File: src/rtl/acq_twi_pkg.sv
package acq_twi_pkg;
  localparam int RES_W   = 12;
  localparam int PIN_W   = 3;
  localparam int CHAN_W  = 3;
  localparam int PD_W    = 2;
  localparam int PAD_W   = 4;
  localparam int TX_W    = RES_W + PAD_W;
  localparam int IDX_W   = $clog2(TX_W);
  localparam logic [3:0] ADDR_HI = 4'b0101;

  typedef enum logic [3:0] {
    ST_IDLE, ST_ADDR, ST_ADDR_ACK, ST_MARK, ST_CTRL, ST_CTRL_ACK,
    ST_RD, ST_RD_ACK, ST_DONE, ST_IGNORE
  } twi_state_e;
endpackage

File: src/rtl/acq_twi_filter.sv
module acq_twi_filter #(
  parameter int FILT_LEN = 3
) (
  input  logic clk_i,
  input  logic rst_ni,
  input  logic line_i,
  output logic line_o
);
  localparam int CNT_W = $clog2(FILT_LEN) + 1;

  logic [1:0]       sync_q;
  logic [CNT_W-1:0] cnt_q;

  always_ff @(posedge clk_i or negedge rst_ni) begin
    if (!rst_ni) begin
      sync_q <= 2'b11;
      cnt_q  <= '0;
      line_o <= 1'b1;
    end else begin
      sync_q <= {sync_q[0], line_i};
      if (sync_q[1] != line_o) begin
        if (cnt_q == CNT_W'(FILT_LEN - 1)) begin
          line_o <= sync_q[1];
          cnt_q  <= '0;
        end else begin
          cnt_q <= cnt_q + 1'b1;
        end
      end else begin
        cnt_q <= '0;
      end
    end
  end
endmodule

File: src/rtl/acq_twi_events.sv
module acq_twi_events (
  input  logic clk_i,
  input  logic rst_ni,
  input  logic scl_i,
  input  logic sda_i,
  output logic rise_o,
  output logic fall_o,
  output logic start_o,
  output logic stop_o
);
  logic scl_q, sda_q;

  always_ff @(posedge clk_i or negedge rst_ni) begin
    if (!rst_ni) begin
      scl_q <= 1'b1;
      sda_q <= 1'b1;
    end else begin
      scl_q <= scl_i;
      sda_q <= sda_i;
    end
  end

  assign rise_o  = scl_i & ~scl_q;
  assign fall_o  = ~scl_i & scl_q;
  assign start_o = scl_i & scl_q & sda_q & ~sda_i;
  assign stop_o  = scl_i & scl_q & ~sda_q & sda_i;
endmodule

File: src/rtl/acq_twi_slave.sv
module acq_twi_slave
  import acq_twi_pkg::*;
#(
  parameter int FILT_LEN = 3
) (
  input  logic              clk_i,
  input  logic              rst_ni,
  input  logic              scl_i,
  input  logic              sda_i,
  input  logic [PIN_W-1:0]  addr_i,
  input  logic [RES_W-1:0]  result_i,
  output logic              sda_oe_o,
  output logic              cmd_valid_o,
  output logic [CHAN_W-1:0] cmd_chan_o,
  output logic              cmd_range_o,
  output logic              cmd_bipolar_o,
  output logic [PD_W-1:0]   cmd_pd_o,
  output logic              acq_start_o,
  output logic              stop_o
);
  localparam int NLINES = 2;

  logic [NLINES-1:0] raw_l, filt_l;
  logic scl_f, sda_f;
  logic ev_rise, ev_fall, ev_start, ev_stop;

  assign raw_l = {scl_i, sda_i};

  for (genvar g = 0; g < NLINES; g++) begin : g_line
    acq_twi_filter #(.FILT_LEN(FILT_LEN)) u_filt (
      .clk_i  (clk_i),
      .rst_ni (rst_ni),
      .line_i (raw_l[g]),
      .line_o (filt_l[g])
    );
  end

  assign scl_f = filt_l[1];
  assign sda_f = filt_l[0];

  acq_twi_events u_ev (
    .clk_i   (clk_i),
    .rst_ni  (rst_ni),
    .scl_i   (scl_f),
    .sda_i   (sda_f),
    .rise_o  (ev_rise),
    .fall_o  (ev_fall),
    .start_o (ev_start),
    .stop_o  (ev_stop)
  );

  twi_state_e       state_q;
  logic [3:0]       cnt_q;
  logic [7:0]       sr_q;
  logic             rw_q;
  logic [RES_W-1:0] res_q;
  logic [IDX_W-1:0] idx_q, idx_nxt;
  logic [TX_W-1:0]  tx_w;
  logic             wr_sel;

  assign tx_w    = {res_q, {PAD_W{1'b0}}};
  assign idx_nxt = idx_q - 1'b1;
  assign wr_sel  = (state_q == ST_MARK) || (state_q == ST_CTRL) ||
                   (state_q == ST_CTRL_ACK) || ((state_q == ST_ADDR_ACK) && !rw_q);

  always_ff @(posedge clk_i or negedge rst_ni) begin
    if (!rst_ni) begin
      state_q       <= ST_IDLE;
      cnt_q         <= '0;
      sr_q          <= '0;
      rw_q          <= 1'b0;
      res_q         <= '0;
      idx_q         <= '0;
      sda_oe_o      <= 1'b0;
      cmd_valid_o   <= 1'b0;
      cmd_chan_o    <= '0;
      cmd_range_o   <= 1'b0;
      cmd_bipolar_o <= 1'b0;
      cmd_pd_o      <= '0;
      acq_start_o   <= 1'b0;
      stop_o        <= 1'b0;
    end else begin
      cmd_valid_o <= 1'b0;
      acq_start_o <= 1'b0;
      stop_o      <= 1'b0;
      if (ev_stop) begin
        stop_o   <= wr_sel;
        state_q  <= ST_IDLE;
        sda_oe_o <= 1'b0;
      end else if (ev_start) begin
        state_q  <= ST_ADDR;
        cnt_q    <= '0;
        sda_oe_o <= 1'b0;
      end else begin
        unique case (state_q)
          ST_ADDR: begin
            if (ev_rise) begin
              sr_q  <= {sr_q[6:0], sda_f};
              cnt_q <= cnt_q + 1'b1;
            end
            if (ev_fall && cnt_q == 4'd8) begin
              if (sr_q[7:1] == {ADDR_HI, addr_i}) begin
                sda_oe_o <= 1'b1;
                rw_q     <= sr_q[0];
                state_q  <= ST_ADDR_ACK;
              end else begin
                state_q <= ST_IGNORE;
              end
            end
          end
          ST_ADDR_ACK: if (ev_fall) begin
            cnt_q <= '0;
            if (rw_q) begin
              res_q    <= result_i;
              idx_q    <= IDX_W'(TX_W - 1);
              sda_oe_o <= ~result_i[RES_W-1];
              state_q  <= ST_RD;
            end else begin
              sda_oe_o <= 1'b0;
              state_q  <= ST_MARK;
            end
          end
          ST_MARK: if (ev_rise && sda_f) begin
            cnt_q   <= 4'd1;
            state_q <= ST_CTRL;
          end
          ST_CTRL: begin
            if (ev_rise) begin
              sr_q  <= {sr_q[6:0], sda_f};
              cnt_q <= cnt_q + 1'b1;
            end
            if (ev_fall && cnt_q == 4'd6) acq_start_o <= 1'b1;
            if (ev_fall && cnt_q == 4'd8) begin
              sda_oe_o      <= 1'b1;
              cmd_valid_o   <= 1'b1;
              cmd_chan_o    <= sr_q[6:4];
              cmd_range_o   <= sr_q[3];
              cmd_bipolar_o <= sr_q[2];
              cmd_pd_o      <= sr_q[1:0];
              state_q       <= ST_CTRL_ACK;
            end
          end
          ST_CTRL_ACK: if (ev_fall) begin
            sda_oe_o <= 1'b0;
            cnt_q    <= '0;
            state_q  <= ST_MARK;
          end
          ST_RD: if (ev_fall) begin
            if (cnt_q == 4'd7) begin
              sda_oe_o <= 1'b0;
              state_q  <= ST_RD_ACK;
            end else begin
              sda_oe_o <= ~tx_w[idx_nxt];
              idx_q    <= idx_nxt;
              cnt_q    <= cnt_q + 1'b1;
            end
          end
          ST_RD_ACK: if (ev_fall) begin
            // master acknowledge level is not consulted
            if (idx_q == IDX_W'(TX_W / 2)) begin
              sda_oe_o <= ~tx_w[idx_nxt];
              idx_q    <= idx_nxt;
              cnt_q    <= '0;
              state_q  <= ST_RD;
            end else begin
              state_q <= ST_DONE;
            end
          end
          default: ;
        endcase
      end
    end
  end
endmodule

File: config.mk
export PLATFORM = sky130hd
export DESIGN_NAME = acq_twi_slave
export DESIGN_NICKNAME = d
export VERILOG_FILES = /design/src/rtl/acq_twi_pkg.sv /design/src/rtl/acq_twi_filter.sv /design/src/rtl/acq_twi_events.sv /design/src/rtl/acq_twi_slave.sv
export SDC_FILE = /design/constraint.sdc
export NUM_CORES = 1
export LEC_CHECK = 0
export BUFFER_PORTS_ARGS = -buffer_cell sky130_fd_sc_hd__clkbuf_2
export CAP_MARGIN = 20
export CORE_UTILIZATION = 45
export CTS_CLUSTER_DIAMETER = 80
export CTS_CLUSTER_SIZE = 28
export DETAILED_ROUTE_END_ITERATION = 6
export MAX_ROUTING_LAYER = met4
export PLACE_DENSITY = 0.66
export SYNTH_ARGS = -nofsm -noshare
export SYNTH_HDL_FRONTEND = slang
export SYNTH_SLANG_ARGS = --single-unit
File: constraint.sdc
create_clock -name clk_i -period 1.95 [get_ports clk_i]
set_input_delay 0.39 -clock clk_i [delete_from_list [all_inputs] [get_ports clk_i]]
set_output_delay 0.39 -clock clk_i [all_outputs]
set_load 0.03 [all_outputs]
==> results of run 1 <==
==> final cells by class <==
type	instances	area [um^2]	area share [%]
clock buffers	11	141	3.78
clock inverters	5	77.6	2.07
inverters	11	41.3	1.10
multi-input cells	187	1500	40.2
flip-flops and latches	58	1460	39.1
well taps	77	96.3	2.57
repair buffers	64	420	11.2
==> per-layer routing <==
layer	vias to the layer above	routed length, um	share of wire (%)
li1	1106	-	-
met5	-	0	0
met4	0	119	1.8
met1	1146	3050	46
met3	14	326	4.9
met2	80	3100	47
==> flip-flops by register name, summed over array words and instances, names as in the netlist, 2 cells and up <==
name and cells:
res_q 12, sr_q 8, g_line.u_filt.cnt_q 6, cnt_q 4, g_line.u_filt.sync_q 4, idx_q 4, state_q 4, cmd_chan_o 3
cmd_pd_o 2, g_line.u_filt.line_o 2
==> synthesized netlist by cell type (all sizes together) (3+ instances only) <==
master / count / share of area, %
nand3: 3 / 0.50
a21o: 3 / 0.75
mux4: 3 / 2.3
a31oi: 7 / 1.7
nor3: 9 / 1.5
nand4b: 3 / 0.88
dfrtp: 50 / 42
o21ai: 13 / 2.2
nand2: 12 / 1.5
clkbuf: 3 / 0.38
nor2: 17 / 2.1
nor2b: 11 / 2.3
mux2: 31 / 12
inv: 11 / 1.4
dfstp: 8 / 7.0
xor2: 3 / 0.88
nand4: 5 / 1.0
nand3b: 4 / 1.0
nand2b: 5 / 1.0
ha: 4 / 1.7
buf: 7 / 1.3
xnor2: 7 / 2.0
a21oi: 11 / 1.8
==> through the flow <==
stage                     hold WS [ps]  utilization (%)  setup TNS (ps)
after floorplan                   94.4                -               0
after global placement             347             53.5               0
after detailed placement           348             53.5               0
after CTS                         51.5             57.2           -6.04
after global routing              67.2             58.6            -104
final                             47.4             58.6               0
==> path summary, 6_finish.rpt <==
path | endpoint | from
max | cnt_q[2]$_DFFE_PN0P_ | g_line[1].u_filt.line_o$_DFFE_PN1P_
min | stop_o$_DFF_PN0_ | rst_ni
max reg2reg | cnt_q[2]$_DFFE_PN0P_ | g_line[1].u_filt.line_o$_DFFE_PN1P_
min reg2reg | g_line[1].u_filt.sync_q[1]$_DFF_PN1_ | g_line[1].u_filt.sync_q[0]$_DFF_PN1_
max in group asynchronous | u_ev.scl_q$_DFF_PN1_ | rst_ni
min in group clk_i | g_line[0].u_filt.sync_q[0]$_DFF_PN1_ | sda_i
==> power breakdown <==
part	internal [mW]	switching [mW]	total, mW
sequential	1.49	0.270	1.76
combinational	1.16	1.32	2.48
clock	0.750	0.479	1.23
==> timing repair <==
item / in CTS / in global routing
resized for setup: 2 / 12
pin swaps: 0 / 4
endpoints found under the setup margin: 2 / 11
buffers inserted: 0 / 6
==> kinds of logic after synthesis <==
| logic type | synth area share (%) |
|---|---|
| xor+xnor | 2.92 |
| flops | 48.8 |
| fa+ha+maj | 1.67 |
| mux | 14.6 |
| simple gates | 15.2 |
| buf+inv | 3.09 |
| compound gates | 13.7 |
==> flow_summary.rst, run 1 <==
.. list-table::
   :header-rows: 1

   * - Metric
     - Value
   * - DRC
     - 1
   * - Die extent in y
     - 83.6 um
   * - Cell Count, Final, Fillers Out
     - between 400 and 500
   * - Count of yosys warnings during synthesis
     - 0
   * - Slowest cell on the critical path
     - sky130_fd_sc_hd__dfstp_2
   * - Post-route total power
     - 5.47 mW
   * - Pre-antenna DRT Iters
     - 7
   * - Placed wire-length estimate
     - 4480 um
   * - Initial Utilization
     - 46.9%
   * - Run status
     - complete, but fails checks
   * - Post-route clock period utilization
     - between 90 and 100%
   * - Number of synthesized flops with an enable pin
     - 0
   * - Maximum level of the CTS H-tree
     - 3
   * - Total of max-cap violations
     - 0
   * - Row Count
     - 29
   * - WL final
     - 6600 um
   * - Number of buffers inserted by hold repair at cts
     - 0
   * - Normalized max-slew margin
     - 64.1%
   * - Setup CP Type
     - flop to flop
   * - Max Clk Rate
     - ~0.52 GHz
   * - Mean instance size in the synthesized netlist
     - 11.3 um^2
   * - Fraction of met1 tracks used by global routing
     - between 20% and 30%
   * - Number of nets with antenna violations after detailed routing
     - 0
   * - Standard cell area after detailed placement
     - 3420 um^2
   * - Maximum fanout along the worst path
     - 5
   * - Synth Cell Area
     - 3000 um^2
   * - TritonCTS buffer count
     - 9
   * - Clock-pin slew reported for the worst setup and hold paths after clock tree synthesis
     - 70 ps
   * - Worst Slack Setup Final
     - around 12 ps
   * - Register-to-register setup slack
     - 10 ps
   * - Worst vdd ir
     - 0.000797 V
   * - Maximum clock skew at final layout
     - 11.0 ps
   * - Number of cells on the worst reg-to-reg path
     - 5
   * - Antenna Cells
     - 0
   * - Main synth FF type
     - sky130_fd_sc_hd__dfrtp_1
   * - Total nets after synthesis
     - 289
   * - Crit path cell chain
     - nand3b_1, a221o_1, or3_4, o311ai_4, o21ai_1
   * - Pin count of the biggest net entering global routing
     - 59
   * - # clock sinks
     - 58
   * - Total leakage power
     - about 1.7 nW
   * - Routed via count
     - 2,346
   * - Slew at the pin with the worst max-slew slack
     - between 500 and 600 ps
   * - Most congested layer reported by global routing
     - met2
   * - Tightest Hold Check Type
     - input pin to async pin
   * - Total core area
     - 6390 um^2
   * - Worst skew pair latency
     - between 300 and 400 ps
   * - Fraction of layout instances using a drive strength above 1
     - 41.1%
   * - Most common cell after layout, fill and taps aside
     - sky130_fd_sc_hd__dfrtp_1
   * - Endpoint class of the critical path
     - flop
   * - First-pass GRT wire length
     - 10,600 um
   * - Initial antenna violation count
     - 0
   * - Overall global routing resource usage
     - 20.1%
   * - Data arrival, critical path
     - 2160 ps
   * - Met2 demand-to-capacity share in global routing
     - 29.5%
   * - Final-stage net count
     - between 300 and 400
   * - Final GP Congestion
     - just over 0.9
   * - Number of buffers on the longest clock path
     - 2
   * - Worst path required time
     - 2170 ps
   * - FFs w/ async S/R, synth
     - 100%
   * - Count of different cell masters after synthesis
     - 52
   * - Final hold violation count
     - 0
   * - Post-placement setup slack
     - 32.2 ps
   * - Detailed router's first-iteration violation count
     - 146
   * - Post-placement cell count
     - 391
   * - Category of cells accounting for the largest share of critical-path delay
     - compound AO/OA/AOI/OAI gates
   * - Via-to-Cell Ratio
     - 5.68
   * - Failing checks
     - DRC
   * - Met3 usage in global routing
     - 5.14%
   * - Proportion of synthesized chip area in sequential cells
     - between 40% and 50%
   * - Setup repair after global routing missed its margin
     - true
   * - Critical path buffer and inverter count
     - 0
   * - Final Max Slew Viols
     - 0
   * - Vias in the first global route
     - ~2,200
   * - CTS tree
     - built
   * - Die span in x
     - ~84 um
   * - # IOs
     - 30
   * - #FFs+latches synth
     - 58
   * - Input/output buffers
     - 29
   * - Area of all placed cells without fillers
     - 3740 um^2
   * - Time the worst path needs with I/O delays and setup
     - 1940 ps
   * - Final setup violating endpoints
     - 0
   * - Crit path largest cell delay
     - 560 ps
   * - Most used cells in the layout excluding fill and tap cells
     - 49 x sky130_fd_sc_hd__dfrtp_1, 34 x sky130_fd_sc_hd__buf_4, 31 x sky130_fd_sc_hd__mux2_2
   * - Fill cell total of the finished layout
     - 556
   * - Root buffer cell
     - sky130_fd_sc_hd__clkbuf_8
   * - Post-synthesis instance total
     - 266
   * - Area growth, synth to finish
     - 24.9%
   * - Area enclosed by the die boundary
     - about 7000 um^2
   * - Total power divided by cell area
     - 1460 nW/um^2
   * - Routed wire length per instance
     - approximately 16 um
   * - Total overflow reported by the global router
     - 0
   * - Critical Path Source Type
     - flop
   * - Path length in cells of the critical path
     - 5
Power figures use the tool's default switching activity.
==> inputs of run 2 (changes only) <==
CORE_UTILIZATION = 32   (was 45)
PLACE_DENSITY = not set   (was 0.66)
REMOVE_ABC_BUFFERS = 1   (was not set)
==> run 2 against run 1 <==
  * The run ends with setup timing left
  * Clock power decreased by 19%
  * Largest power group unchanged
  * Routed wire length decreased by 1.5%
  * Maximum frequency decreased by 0.74%
  * Power decreased by 2.6%
  * Hold slack got worse by 10 ps
  * Sequential cell count unchanged
  * Die area increased by 40%
  * Critical path depth unchanged
  * Final cell count increased by 7.5%
==> flow_summary.rst, run 2 (synthesis results as in run 1) <==
.. list-table::
   :header-rows: 1

   * - Metric
     - Value
   * - Routed wire length per instance
     - 14.6 um (was 16.0 um)
   * - Initial Utilization
     - 33.7% (was 46.9%)
   * - Input/output buffers
     - 29 (unchanged)
   * - CTS tree
     - built (unchanged)
   * - Post-route clock period utilization
     - 100% (was 99.4%)
   * - Via-to-Cell Ratio
     - 5.15 (was 5.68)
   * - Routed via count
     - 2,285 (was 2,346)
   * - Slew at the pin with the worst max-slew slack
     - 607 ps (was 538 ps)
   * - Total core area
     - 8890 um^2 (was 6390 um^2)
   * - Root buffer cell
     - sky130_fd_sc_hd__clkbuf_8 (unchanged)
   * - Maximum level of the CTS H-tree
     - 3 (unchanged)
   * - Number of nets with antenna violations after detailed routing
     - 0 (unchanged)
   * - Overall global routing resource usage
     - 15.2% (was 20.1%)
   * - Largest regs
     - res_q: 12 flops, sr_q: 8 flops, g_line.u_filt.cnt_q: 6 flops (unchanged)
   * - Maximum fanout along the worst path
     - 6 (was 5)
   * - Slowest cell on the critical path
     - sky130_fd_sc_hd__dfrtp_2 (was sky130_fd_sc_hd__dfstp_2)
   * - First-pass GRT wire length
     - 11,100 um (was 10,600 um)
   * - Area enclosed by the die boundary
     - 9760 um^2 (was 6990 um^2)
   * - Most used cells in the layout excluding fill and tap cells
     - 49 x sky130_fd_sc_hd__dfrtp_1, 34 x sky130_fd_sc_hd__buf_4, 31 x sky130_fd_sc_hd__mux2_2 (unchanged)
   * - Total power divided by cell area
     - 1410 nW/um^2 (was 1460 nW/um^2)
   * - Total overflow reported by the global router
     - 0 (unchanged)
   * - Fraction of layout instances using a drive strength above 1
     - 41.4% (was 41.1%)
   * - Detailed router's first-iteration violation count
     - 168 (was 146)
   * - Final hold violation count
     - 0 (unchanged)
   * - Clock-pin slew reported for the worst setup and hold paths after clock tree synthesis
     - 70 ps (about the same)
   * - Setup repair after global routing missed its margin
     - true (unchanged)
   * - Max Clk Rate
     - 0.512 GHz (was 0.516 GHz)
   * - Crit path cell chain
     - and3b_1, a221o_1, or3_4, o31ai_4, a21oi_2 (was nand3b_1, a221o_1, or3_4, o311ai_4, o21ai_1)
   * - Final total negative setup slack
     - -2.89 ps (was 0 ps)
   * - Worst hold-check slack
     - 37.5 ps (was 47.4 ps)
   * - Setup CP Type
     - flop to flop (unchanged)
   * - Endpoint class of the critical path
     - flop (unchanged)
   * - Core utilization of the finished layout
     - 42.4% (was 58.6%)
   * - Area of all placed cells without fillers
     - 3770 um^2 (was 3740 um^2)
   * - Run status
     - complete, but fails checks (unchanged)
   * - Area growth, synth to finish
     - 25.9% (was 24.9%)
   * - # clock sinks
     - 58 (unchanged)
   * - Number of buffers on the longest clock path
     - 2 (unchanged)
   * - Data arrival, critical path
     - 2170 ps (was 2160 ps)
   * - WL final
     - 6500 um (was 6600 um)
   * - Register ranked first by flip-flop count
     - res_q (unchanged)
   * - Crit path largest cell delay
     - 470 ps (was 560 ps)
   * - Critical path buffer and inverter count
     - 0 (unchanged)
   * - Worst skew pair latency
     - 350 ps (was 340 ps)
   * - Vias in the first global route
     - 2,292 (was 2,243)
   * - Antenna Cells
     - 0 (unchanged)
   * - Post-route total power
     - 5.33 mW (was 5.47 mW)
   * - Most common cell after layout, fill and taps aside
     - sky130_fd_sc_hd__dfrtp_1 (unchanged)
   * - Final Max Slew Viols
     - 0 (unchanged)
   * - Die extent in y
     - 98.8 um (was 83.6 um)
   * - Final setup violating endpoints
     - 1 (was 0)
   * - Total leakage power
     - 1.67 nW (was 1.68 nW)
   * - Final-stage net count
     - 354 (unchanged)
   * - Time the worst path needs with I/O delays and setup
     - 1950 ps (was 1940 ps)
   * - Die span in x
     - 98.8 um (was 83.6 um)
   * - Row Count
     - 34 (was 29)
   * - Placed wire-length estimate
     - 4670 um (was 4480 um)
   * - Normalized max-slew margin
     - 59.4% (was 64.1%)
   * - Total of max-cap violations
     - 0 (unchanged)
   * - TritonCTS buffer count
     - 9 (unchanged)
   * - Flip-flop count of the largest register after layout
     - 12 (unchanged)
   * - Worst Slack Setup Final
     - -2.89 ps (was 11.5 ps)
   * - Standard cell area after detailed placement
     - 3490 um^2 (was 3420 um^2)
   * - Worst vdd ir
     - 0.000619 V (was 0.000797 V)
   * - DRC
     - 0 (was 1)
   * - Tightest Hold Check Type
     - input pin to async pin (unchanged)
   * - # IOs
     - 30 (unchanged)
   * - Worst path required time
     - 2170 ps (about the same)
   * - Category of cells accounting for the largest share of critical-path delay
     - compound AO/OA/AOI/OAI gates (unchanged)
   * - Critical Path Source Type
     - flop (unchanged)
   * - Failing checks
     - setup timing (was DRC)
   * - Pin count of the biggest net entering global routing
     - 59 (unchanged)
   * - Maximum clock skew at final layout
     - 11.7 ps (was 11.0 ps)
   * - Final GP Congestion
     - 0.897 (was 0.916)
   * - Pre-antenna DRT Iters
     - 4 (was 7)
   * - Initial antenna violation count
     - 0 (unchanged)
## run 2: changes by cell type in the layout (fill, tap and decap cells not counted), sizes merged
cell      delta
clkinvlp     -1
clkbuf       +2
clkinv       +1
bufinv       -2
## run 2: what timing repair did
item	CTS	global route
pin swaps	0	3
hold buffers	0	0
resized for setup	3	18
gates cloned	0	0
setup buffers	0	2
endpoints found under the setup margin	3	11
## run 2: through the flow
| step | instances | setup slack, ps |
|---|---|---|
| after floorplan | 256 | -86.7 |
| after global placement | 426 | 29.6 |
| after detailed placement | 426 | -11.8 |
| after CTS | 442 | 11.6 |
| after global routing | 444 | -47.9 |
| final | 444 | -2.89 |
## run 2: final cells by class
cell class,instances,area (um^2)
flip-flops and latches,58,1460
well taps,108,135
repair buffers,64,420
fillers,855,5120
clock inverters,3,15.0
multi-input cells,187,1540
inverters,11,41.3
clock buffers,13,159
## run 2: path summary, 6_finish.rpt
| check | startpoint | end | slack [ps] | cells past startpoint |
|---|---|---|---|---|
| setup reg to reg | state_q[0]$_DFFE_PN0P_ | cnt_q[3]$_DFFE_PN0P_ | -3 | 5 |
| max in group asynchronous | rst_ni | g_line[0].u_filt.sync_q[1]$_DFF_PN1_ | 1600 | 2 |
| min in group clk_i | scl_i | g_line[1].u_filt.sync_q[0]$_DFF_PN1_ | 120 | 1 |
| hold reg to reg | g_line[0].u_filt.sync_q[0]$_DFF_PN1_ | g_line[0].u_filt.sync_q[1]$_DFF_PN1_ | 360 | 0 |
| hold / removal | rst_ni | state_q[2]$_DFFE_PN0P_ | 40 | 2 |
| setup / recovery | state_q[0]$_DFFE_PN0P_ | cnt_q[3]$_DFFE_PN0P_ | -3 | 5 |
## run 2: power by group
part,switching (mW),total [mW],internal (mW)
registers,0.289,1.78,1.49
clock network,0.467,0.991,0.524
logic,1.34,2.55,1.21
total,2.10,5.33,3.23
## run 2: routing by layer
metal / GRT usage, % / wire length (um) / share of wire (%)
met5: - / 0 / 0
met4: 7.69 / 157 / 2.4
met3: 3.33 / 334 / 5.1
met2: 22.5 / 2980 / 46
met1: 19.6 / 3030 / 47
==> inputs of run 3 (changes only) <==
CTS_CLUSTER_DIAMETER = 40   (was 80)
SKIP_CTS_REPAIR_TIMING = 1   (was not set)
==> run 3 against run 2 <==
  * The run now ends clean
  * Critical endpoint is now cnt_q[2]$_DFFE_PN0P_
  * Sequential power about the same
  * Final area down 0.93%
  * Register-to-register slack better by 40 ps
  * Utilization down 0.39 points
  * Critical path type unchanged
==> flow_summary.rst, run 3 (synthesis results as in run 1) <==
.. list-table::
   :header-rows: 1

   * - Metric
     - Value
   * - Register-to-register setup slack
     - 40 ps (was -3 ps)
   * - Total of max-cap violations
     - 0 (unchanged)
   * - Clock-pin slew reported for the worst setup and hold paths after clock tree synthesis
     - 70 ps (about the same)
   * - Maximum level of the CTS H-tree
     - 3 (unchanged)
   * - # IOs
     - 30 (unchanged)
   * - Tightest Hold Check Type
     - input pin to async pin (unchanged)
   * - Maximum fanout along the worst path
     - 4 (was 6)
   * - Area enclosed by the die boundary
     - 9760 um^2 (unchanged)
   * - Slowest cell on the critical path
     - sky130_fd_sc_hd__dfrtp_1 (was sky130_fd_sc_hd__dfrtp_2)
   * - Final hold violation count
     - 0 (unchanged)
   * - Initial Utilization
     - 33.7% (unchanged)
   * - Slew at the pin with the worst max-slew slack
     - 540 ps (was 607 ps)
   * - Worst path required time
     - 2180 ps (was 2170 ps)
   * - Input/output buffers
     - 29 (unchanged)
   * - CTS tree
     - built (unchanged)
   * - Time the worst path needs with I/O delays and setup
     - 1910 ps (was 1950 ps)
   * - Detailed router's first-iteration violation count
     - 187 (was 168)
   * - Endpoint class of the critical path
     - flop (unchanged)
   * - Worst vdd ir
     - 0.000587 V (was 0.000619 V)
   * - Die extent in y
     - 98.8 um (unchanged)
   * - Via-to-Cell Ratio
     - 5.16 (was 5.15)
   * - Data arrival, critical path
     - 2150 ps (was 2170 ps)
   * - Final-stage net count
     - 356 (was 354)
   * - Row Count
     - 34 (unchanged)
   * - Area growth, synth to finish
     - 24.8% (was 25.9%)
   * - TritonCTS buffer count
     - 9 (unchanged)
   * - Number of nets with antenna violations after detailed routing
     - 0 (unchanged)
   * - Endpoint of the worst register-to-register path
     - cnt_q[2]$_DFFE_PN0P_ (was cnt_q[3]$_DFFE_PN0P_)
   * - Worst skew pair latency
     - 350 ps (about the same)
   * - Number of buffers on the longest clock path
     - 2 (unchanged)
   * - Setup CP Type
     - flop to flop (unchanged)
   * - Category of cells accounting for the largest share of critical-path delay
     - compound AO/OA/AOI/OAI gates (unchanged)
   * - Root buffer cell
     - sky130_fd_sc_hd__clkbuf_8 (unchanged)
   * - Critical path buffer and inverter count
     - 2 (was 0)
   * - Total overflow reported by the global router
     - 0 (unchanged)
   * - Total power divided by cell area
     - 1400 nW/um^2 (was 1410 nW/um^2)
   * - Pre-antenna DRT Iters
     - 4 (unchanged)
   * - Run status
     - completed (was complete, but fails checks)
   * - Total leakage power
     - 1.68 nW (was 1.67 nW)
   * - WL final
     - 6460 um (was 6500 um)
   * - Placed wire-length estimate
     - 4670 um (unchanged)
   * - Cell Count, Final, Fillers Out
     - 446 (was 444)
   * - Final GP Congestion
     - 0.897 (unchanged)
   * - Maximum clock skew at final layout
     - 11.6 ps (was 11.7 ps)
   * - Post-route clock period utilization
     - 98.1% (was 100%)
   * - Crit path largest cell delay
     - 380 ps (was 470 ps)
   * - Post-placement cell count
     - 426 (unchanged)
   * - Die span in x
     - 98.8 um (unchanged)
   * - First-pass GRT wire length
     - 11,100 um (about the same)
   * - Fraction of layout instances using a drive strength above 1
     - 40.2% (was 41.4%)
   * - Worst hold-check slack
     - 22.6 ps (was 37.5 ps)
   * - Final setup violating endpoints
     - 0 (was 1)
   * - # clock sinks
     - 58 (unchanged)
   * - Vias in the first global route
     - 2,313 (was 2,292)
   * - Critical Path Source Type
     - flop (unchanged)
   * - Max Clk Rate
     - 0.523 GHz (was 0.512 GHz)
   * - Startpoint of the lowest-slack register-to-register path
     - idx_q[0]$_DFFE_PN0P_ (was state_q[0]$_DFFE_PN0P_)
   * - Most used cells in the layout excluding fill and tap cells
     - 49 x sky130_fd_sc_hd__dfrtp_1, 36 x sky130_fd_sc_hd__buf_4, 31 x sky130_fd_sc_hd__mux2_2 (was 49 x sky130_fd_sc_hd__dfrtp_1, 34 x sky130_fd_sc_hd__buf_4, 31 x sky130_fd_sc_hd__mux2_2)
   * - Flip-flop count of the largest register after layout
     - 12 (unchanged)
   * - Core utilization of the finished layout
     - 42.0% (was 42.4%)
   * - Number of cells on the worst reg-to-reg path
     - 8 (was 5)
   * - Pin count of the biggest net entering global routing
     - 59 (unchanged)
   * - Normalized max-slew margin
     - 63.9% (was 59.4%)
   * - Overall global routing resource usage
     - 15.2% (about the same)
   * - Routed via count
     - 2,300 (was 2,285)
   * - Final Max Slew Viols
     - 0 (unchanged)
   * - Largest regs
     - res_q: 12 flops, sr_q: 8 flops, g_line.u_filt.cnt_q: 6 flops (unchanged)
   * - Crit path cell chain
     - inv_1, ha_2, nand3b_1, a21o_1, o2bb2ai_1, buf_4, o311ai_2, o21ai_1 (was and3b_1, a221o_1, or3_4, o31ai_4, a21oi_2)
   * - Register ranked first by flip-flop count
     - res_q (unchanged)
   * - Routed wire length per instance
     - 14.5 um (was 14.6 um)
   * - Initial antenna violation count
     - 0 (unchanged)
   * - Most common cell after layout, fill and taps aside
     - sky130_fd_sc_hd__dfrtp_1 (unchanged)
   * - DRC
     - 0 (unchanged)
   * - Setup repair after global routing missed its margin
     - true (unchanged)
   * - Antenna Cells
     - 0 (unchanged)
   * - Total core area
     - 8890 um^2 (unchanged)
==> run 3: routing by layer <==
layer  wire [um]  global-route usage, %  vias to the layer above
met5           0                      -                        -
li1            -                      -                     1111
met4         144                   6.66                        0
met2        3020                   22.8                       62
met3         368                   3.76                       11
met1        2920                   19.5                     1116
==> run 3: cell type report <==
cell class              instances  area (um^2)
clock inverters                 3         15.0
inverters                      11         41.3
flip-flops and latches         58         1460
repair buffers                 66          435
well taps                     108          135
fillers                       863         5150
multi-input cells             187         1490
clock buffers                  13          159
==> run 3: worst reg2reg max path, stage by stage, from the launching register on <==
cell and delay, ps:
sky130_fd_sc_hd__dfrtp_1 380, sky130_fd_sc_hd__inv_1 90, sky130_fd_sc_hd__ha_2 230, sky130_fd_sc_hd__nand3b_1 140
sky130_fd_sc_hd__a21o_1 230, sky130_fd_sc_hd__o2bb2ai_1 210, sky130_fd_sc_hd__buf_4 180, sky130_fd_sc_hd__o311ai_2 250
sky130_fd_sc_hd__o21ai_1 90
==> run 3: worst max path at each step <==
stage	depth (start not counted)	slack (ps)	from	endpoint
after detailed placement	7	-10	idx_q[0]$_DFFE_PN0P_	sda_oe_o$_DFFE_PN0P_
after global routing	6	-70	g_line[1].u_filt.line_o$_DFFE_PN1P_	state_q[2]$_DFFE_PN0P_
after CTS	7	-40	idx_q[0]$_DFFE_PN0P_	sda_oe_o$_DFFE_PN0P_
after floorplan	5	-90	state_q[2]$_DFFE_PN0P_	cnt_q[2]$_DFFE_PN0P_
after global placement	7	30	cnt_q[0]$_DFFE_PN0P_	cnt_q[2]$_DFFE_PN0P_
final	8	40	idx_q[0]$_DFFE_PN0P_	cnt_q[2]$_DFFE_PN0P_
==> run 3: power by group <==
| part | switching (mW) | internal [mW] | total [mW] | leakage, nW |
|---|---|---|---|---|
| clock network | 0.468 | 0.524 | 0.992 | 0.0932 |
| logic | 1.29 | 1.18 | 2.47 | 0.855 |
| registers | 0.278 | 1.49 | 1.77 | 0.728 |
==> run 3: through the flow <==
stage	setup slack [ps]	setup TNS, ps	total power [mW]	area, um^2
finish	36.8	0	5.24	3740
global placement	29.6	0	4.05	3490
CTS	-35.9	-54.8	5.10	3660
detailed placement	-11.8	-11.8	4.08	3490
floorplan	-86.7	-156	3.25	2950
global route	-70.8	-150	5.63	3740
